--- src/rtl/spi_stat_pkg.sv ---
package spi_stat_pkg;
  // Strobes handed from the flag control to the datapath.
  typedef struct packed {
    logic loadRx;   // accept the completed byte into the receive register
    logic wrCtrl;   // update the writable control bits
  } dpStrobe_t;

  // Bit positions inside the status byte.
  localparam int STAT_RXF  = 7;
  localparam int STAT_EIE  = 6;
  localparam int STAT_OVF  = 5;
  localparam int STAT_MF   = 4;
  localparam int STAT_TXE  = 3;
  localparam int STAT_MFEN = 2;
  localparam int STAT_BAUD = 0;
  localparam int BAUD_W    = 2;
endpackage

--- src/rtl/spi_stat_ctrl.sv ---
module spi_stat_ctrl
  import spi_stat_pkg::*;
(
  input  logic      clk,
  input  logic      rstN,
  input  logic      byteDone,
  input  logic      txLoad,
  input  logic      txToShift,
  input  logic      xferActive,
  input  logic      selLevel,
  input  logic      masterMode,
  input  logic      statusRd,
  input  logic      dataRd,
  input  logic      ctrlWr,
  input  logic      mfEn,
  output logic      rxFull,
  output logic      ovfFlag,
  output logic      mfFlag,
  output logic      txEmpty,
  output dpStrobe_t strobe
);
  logic selPrev;
  logic armRx, armOvf, armMf;
  logic selRise, selFall, mfEvent;
  logic clrRx, clrOvf, clrMf, ovfEvent;

  assign selRise  = selLevel & ~selPrev;
  assign selFall  = ~selLevel & selPrev;
  assign mfEvent  = mfEn & (masterMode ? selFall : (selRise & xferActive));
  assign clrRx    = dataRd & armRx;
  assign clrOvf   = dataRd & armOvf;
  assign clrMf    = ctrlWr & armMf;
  assign ovfEvent = byteDone & rxFull & ~clrRx;

  assign strobe.loadRx = byteDone & (~rxFull | clrRx);
  assign strobe.wrCtrl = ctrlWr;

  always_ff @(posedge clk) begin
    if (!rstN) begin
      selPrev <= 1'b1;
      rxFull  <= 1'b0;
      ovfFlag <= 1'b0;
      mfFlag  <= 1'b0;
      txEmpty <= 1'b1;
      armRx   <= 1'b0;
      armOvf  <= 1'b0;
      armMf   <= 1'b0;
    end else begin
      selPrev <= selLevel;

      if (byteDone)   rxFull <= 1'b1;
      else if (clrRx) rxFull <= 1'b0;

      if (ovfEvent)    ovfFlag <= 1'b1;
      else if (clrOvf) ovfFlag <= 1'b0;

      if (mfEvent)    mfFlag <= 1'b1;
      else if (clrMf) mfFlag <= 1'b0;

      if (txToShift)   txEmpty <= 1'b1;
      else if (txLoad) txEmpty <= 1'b0;

      if (dataRd)                  armRx <= 1'b0;
      else if (statusRd && rxFull) armRx <= 1'b1;

      if (dataRd)                   armOvf <= 1'b0;
      else if (statusRd && ovfFlag) armOvf <= 1'b1;

      if (ctrlWr)                  armMf <= 1'b0;
      else if (statusRd && mfFlag) armMf <= 1'b1;
    end
  end

  AST_RXF_SETS: assert property (@(posedge clk) disable iff (!rstN)
    byteDone |=> rxFull);
  AST_RXF_CLEAR_ON_READ: assert property (@(posedge clk) disable iff (!rstN)
    $fell(rxFull) |-> $past(dataRd));
  AST_OVF_ON_FULL: assert property (@(posedge clk) disable iff (!rstN)
    (byteDone && rxFull && !dataRd) |=> ovfFlag);
  AST_MF_CLEAR_ON_WRITE: assert property (@(posedge clk) disable iff (!rstN)
    $fell(mfFlag) |-> $past(ctrlWr));
  AST_TXE_SETS: assert property (@(posedge clk) disable iff (!rstN)
    txToShift |=> txEmpty);
endmodule

--- src/rtl/spi_stat_dp.sv ---
module spi_stat_dp
  import spi_stat_pkg::*;
#(
  parameter int DATA_W = 8
) (
  input  logic              clk,
  input  logic              rstN,
  input  dpStrobe_t         strobe,
  input  logic [DATA_W-1:0] rxShiftByte,
  input  logic [7:0]        ctrlWrData,
  output logic [DATA_W-1:0] rxData,
  output logic              errIntEn,
  output logic              mfEn,
  output logic [BAUD_W-1:0] baudSel
);
  always_ff @(posedge clk) begin
    if (!rstN) begin
      rxData   <= '0;
      errIntEn <= 1'b0;
      mfEn     <= 1'b0;
      baudSel  <= '0;
    end else begin
      if (strobe.loadRx) rxData <= rxShiftByte;
      if (strobe.wrCtrl) begin
        errIntEn <= ctrlWrData[STAT_EIE];
        mfEn     <= ctrlWrData[STAT_MFEN];
        baudSel  <= ctrlWrData[STAT_BAUD +: BAUD_W];
      end
    end
  end

  AST_RX_HELD: assert property (@(posedge clk) disable iff (!rstN)
    !strobe.loadRx |=> $stable(rxData));
endmodule

--- src/rtl/spiStatusTop.sv ---
module spiStatusTop
  import spi_stat_pkg::*;
#(
  parameter int DATA_W = 8
) (
  input  logic              clk,
  input  logic              rstN,
  input  logic              byteDone,
  input  logic [DATA_W-1:0] rxShiftByte,
  input  logic              txLoad,
  input  logic              txToShift,
  input  logic              xferActive,
  input  logic              selLevel,
  input  logic              masterMode,
  input  logic              rxIntEn,
  input  logic              statusRd,
  input  logic              dataRd,
  input  logic              ctrlWr,
  input  logic [7:0]        ctrlWrData,
  output logic [7:0]        statusByte,
  output logic [DATA_W-1:0] rxData,
  output logic [BAUD_W-1:0] baudSel,
  output logic              rxIrq,
  output logic              errIrq
);
  dpStrobe_t strobe;
  logic rxFull, ovfFlag, mfFlag, txEmpty, errIntEn, mfEn;

  spi_stat_ctrl u_ctrl (
    .clk(clk), .rstN(rstN), .byteDone(byteDone), .txLoad(txLoad),
    .txToShift(txToShift), .xferActive(xferActive), .selLevel(selLevel),
    .masterMode(masterMode), .statusRd(statusRd), .dataRd(dataRd),
    .ctrlWr(ctrlWr), .mfEn(mfEn), .rxFull(rxFull), .ovfFlag(ovfFlag),
    .mfFlag(mfFlag), .txEmpty(txEmpty), .strobe(strobe)
  );

  spi_stat_dp #(.DATA_W(DATA_W)) u_dp (
    .clk(clk), .rstN(rstN), .strobe(strobe), .rxShiftByte(rxShiftByte),
    .ctrlWrData(ctrlWrData), .rxData(rxData), .errIntEn(errIntEn),
    .mfEn(mfEn), .baudSel(baudSel)
  );

  always_comb begin
    statusByte = '0;
    statusByte[STAT_RXF]  = rxFull;
    statusByte[STAT_EIE]  = errIntEn;
    statusByte[STAT_OVF]  = ovfFlag;
    statusByte[STAT_MF]   = mfFlag;
    statusByte[STAT_TXE]  = txEmpty;
    statusByte[STAT_MFEN] = mfEn;
    statusByte[STAT_BAUD +: BAUD_W] = baudSel;
  end

  assign rxIrq  = rxFull & rxIntEn;
  assign errIrq = errIntEn & (ovfFlag | mfFlag);

  AST_ERR_IRQ_GATED: assert property (@(posedge clk) disable iff (!rstN)
    errIrq |-> statusByte[STAT_EIE]);
  AST_RX_IRQ_GATED: assert property (@(posedge clk) disable iff (!rstN)
    rxIrq |-> (rxIntEn && statusByte[STAT_RXF]));
endmodule

--- config.mk ---
export PLATFORM = sky130hd
export DESIGN_NAME = spiStatusTop
export DESIGN_NICKNAME = d
export VERILOG_FILES = /design/src/rtl/spi_stat_pkg.sv /design/src/rtl/spi_stat_ctrl.sv /design/src/rtl/spi_stat_dp.sv /design/src/rtl/spiStatusTop.sv
export SDC_FILE = /design/constraint.sdc
export NUM_CORES = 1
export LEC_CHECK = 0
export CELL_PAD_IN_SITES_DETAIL_PLACEMENT = 0
export CELL_PAD_IN_SITES_GLOBAL_PLACEMENT = 1
export CORE_MARGIN = 2
export CORE_UTILIZATION = 28
export CTS_CLUSTER_SIZE = 8
export DETAILED_ROUTE_END_ITERATION = 8
export PLACE_DENSITY = 0.81
export SYNTH_ARGS = -nofsm -noshare
export SYNTH_HDL_FRONTEND = slang
export SYNTH_SLANG_ARGS = --single-unit
--- constraint.sdc ---
create_clock -name clk -period 1.8 [get_ports clk]
set_input_delay 0.36 -clock clk [delete_from_list [all_inputs] [get_ports clk]]
set_output_delay 0.36 -clock clk [all_outputs]
set_load 0.02 [all_outputs]
==> impl_metrics.csv, run 1 <==
group,metric,value,unit
cts,htree_levels,1,
sta,setup_viol,0,
job,cap_violations,0,
worst_setup_path,critical_path.cell_chain,"clkdlybuf4s50_1",
finish,count_of_nets_after_finishing,154,
place,numPortBuffers,43,
worst_setup_path,worst_setup_path_startpoint,"u_ctrl.mfFlag",
synth,yosys.cell_types.count,21,
worst_setup_path,critical_path.reg2reg.startpoint,"u_ctrl.rxFull",
hold_path,min_from,"u_dp.rxData[3]",
power_and_ir_drop,total_leakage_power,0.5348,nW
worst_setup_path,worst-endpoint-arrival,1320,ps
hold_path,hp-class,"reg2reg",
worst_setup_path,crit_end_element,"output pin",
place,dpl-instance-area,1262,um^2
worst_setup_path,cp-start-kind,"register",
synth,synth_top_cells_by_area,"dfxtp_1 47%, mux2i_1 14%, nand2_1 7.4%, buf_4 7.0%, nor2b_1 3.6%",
finish,area_delta_synth_final,53.13,%
cts,worst_skew_pair.late_latency,300,ps
synth,postSynthCellCount,88,
sta,period_minus_slack,1679,ps
global_route,gr-total-overflow,0,
finish,final_layout_size_suffix_gt1_frac,0.08000,
worst_setup_path,critical_path.n_buffers_inverters,1,
global_route,gr-usage-all-layers,0.1064,
worst_setup_path,critical-path-slowest-cell,"clkdlybuf4s50_1",
synth,synth_warn,0,
die,die_height,59.41,um
sta,post-route-worst-setup-slack,121.4,ps
detailed_routing,routed_wirelength,1.831,mm
die,initial_core_util,0.2887,
worst_setup_path,crit_required,1440,ps
finish,final_design_area_no_fill,1316,um^2
cts,post-cts-setup-buffer-count,0,
power_and_ir_drop,vdd_ir_drop_max,0.0002449,V
sta,hold_ws,467.2,ps
sta,clock.fmax,595.7,MHz
die,coreArea,2978,um^2
worst_setup_path,worst-path-max-fanout,4,
run_status,result_of_the_run,"completed",
worst_setup_path,reg2reg_slack,700,ps
global_route,pin_count_of_the_biggest_net_entering_global_routing,28,
cts,cts.sink_count,20,
die,core.rowCount,20,
synth,post_synthesis_instance_area,859.6,um^2
cts,clk_transition_reported_paths,120,ps
detailed_routing,remaining_drc_errors,0,
global_route,grt_pass1_wl,2.801,mm
synth,synth.avg_cell_area,9.768,um^2
die,die_area,3529,um^2
synth,synthDominantAreaCellType,"dfxtp_1",
detailed_routing,final_antenna_net_count,0,
synth,postSynthNetCount,116,
place,gp_routability_congestion,0.7092,
synth,area_fraction_of_the_dominant_cell_type_after_synthesis,0.4658,
detailed_routing,dr.pass1.iters,4,
sta,timing_max_transition_violations_final,0,
power_and_ir_drop,power_density,797.4,nW/um^2
place,placement.setup.worst_slack,-83.36,ps
sta,fin_worst_skew,9.999,ps
place,detailedPlacementHpwl,1.391,mm
die,dieWidth,59.41,um
sta,worst_slew_margin_relative_to_its_limit,0.8301,
sta,fin_crit_sh,0.9326,
cts,clockRootBuffer,"clkbuf_4",
detailed_routing,via_per_inst,4.557,
detailed_routing,drtIter0Drc,21,
detailed_routing,detail_route.wl_per_cell,11.59,um
sta,hold_violation_count_in_the_final_report,0,
sta,tns,0,ps
synth,postSynthRegisterBits,20,
finish,num_antenna_cells,0,
sta,worst_slew_pin_slew,254.8,ps
sta,rsz0062_at_grt,"false",
worst_setup_path,crit_family,"buffers and inverters",
detailed_routing,routed-via-count,720,
place,placed_cells_incl_taps,154,
die,top_level_ports,48,
power_and_ir_drop,total_power,1.050,mW
worst_setup_path,crit_type,"reg2out",
worst_setup_path,slowest_delay,620,ps
synth,share_of_the_yosys_chip_area_belonging_to_registers,0.4658,
cts,cts_buffers,3,
global_route,grt_pass1_vias,671,
cts,cts_tree,"built",
finish,layout.core_utilization,0.4420,
global_route,antenna_found_initial,0,
finish,finalNonFillerCells,158,
cts,ctsLongestPathBuffers,2,
-- cells in the mapped netlist --
cell type / count
dfxtp_1: 20
nand2_1: 17
mux2i_1: 12
buf_4: 8
nor2b_1: 5
buf_2: 4
a21oi_1: 3
nand2b_1: 3
nor2_1: 3
o21a_1: 2
a21boi_1: 1
a21boi_4: 1
a22oi_1: 1
and2_2: 1
and4b_1: 1
buf_6: 1
nand3b_1: 1
nand4b_1: 1
nor2b_2: 1
nor3b_1: 1
o31a_1: 1
-- registers in the layout (all words and copies together), names as in the netlist --
register and count:
u_dp.rxData 8, u_dp.baudSel 2, u_ctrl.armMf 1, u_ctrl.armOvf 1, u_ctrl.armRx 1, u_ctrl.mfFlag 1
u_ctrl.ovfFlag 1, u_ctrl.rxFull 1, u_ctrl.selPrev 1, u_ctrl.txEmpty 1, u_dp.errIntEn 1, u_dp.mfEn 1
-- logic make-up (layout without fill, tap and decap cells) --
kind of cell    Yosys count  in the layout  synth area share
simple gates             34             34            0.2038
buf+inv                  13             50            0.1063
mux                      12             12            0.1397
compound gates            9              9           0.08443
flops                    20             20            0.4658
-- final timing paths --
path | to | depth (start not counted)
setup reg to reg | u_dp.rxData[6] | 4
hold / removal | u_dp.rxData[3] | 2
hold reg to reg | u_dp.rxData[3] | 2
setup / recovery | statusByte[4] | 1
-- layout by cell type, fill, tap and decap left out --
cell type,synthesis,final
nand2_1,17,17
nor3b_1,1,1
dlygate4sd2_1,0,1
nand4b_1,1,1
mux2i_1,12,12
a21oi_1,3,3
and4b_1,1,1
clkbuf_4,0,3
o21a_1,2,2
dfxtp_1,20,20
and2_2,1,1
nor2b_1,5,5
a21boi_1,1,1
bufinv_16,0,1
a21boi_4,1,1
buf_4,8,3
clkdlybuf4s50_1,0,41
nand2b_1,3,3
o31a_1,1,1
dlymetal6s2s_1,0,1
a22oi_1,1,1
nor2b_2,1,1
nor2_1,3,3
nand3b_1,1,1
-- layout make-up --
class	instances	area, um^2
fill	296	1662
timing repair buffer	46	454.2
sequential	20	400.4
multi-input combinational	55	367.9
tap	33	41.29
clock inverter	1	30.03
clock buffer	3	22.52
-- metal layers --
metal,track usage,up-vias,share of wire
met5,0,-,0
met4,0.03896,0,0.0044
met3,0.03275,4,0.071
met2,0.1805,27,0.50
met1,0.1250,333,0.42
li1,-,356,-
-- what timing repair did --
action	4_1_cts	5_1_grt
hold buffers	0	0
gates cloned	0	0
endpoints found under the setup margin	1	1
gates resized for setup	1	1
-- power by group --
| group | switching, mW | internal (mW) |
|---|---|---|
| Combinational | 0.0848 | 0.120 |
| Sequential | 0.0151 | 0.467 |
| Clock | 0.138 | 0.225 |
(Power assumes the default switching activity.)
==> run 2, diff against run 1 <==
GPL_ROUTABILITY_DRIVEN = 0   (was not set)
==> results of run 2 <==
Final layout, timing and power as in run 1 (identical DEF).
==> run 3, diff against run 2 <==
CAP_MARGIN = 40   (was not set)
==> results of run 3 <==
Final layout, timing and power as in run 1 (identical DEF).
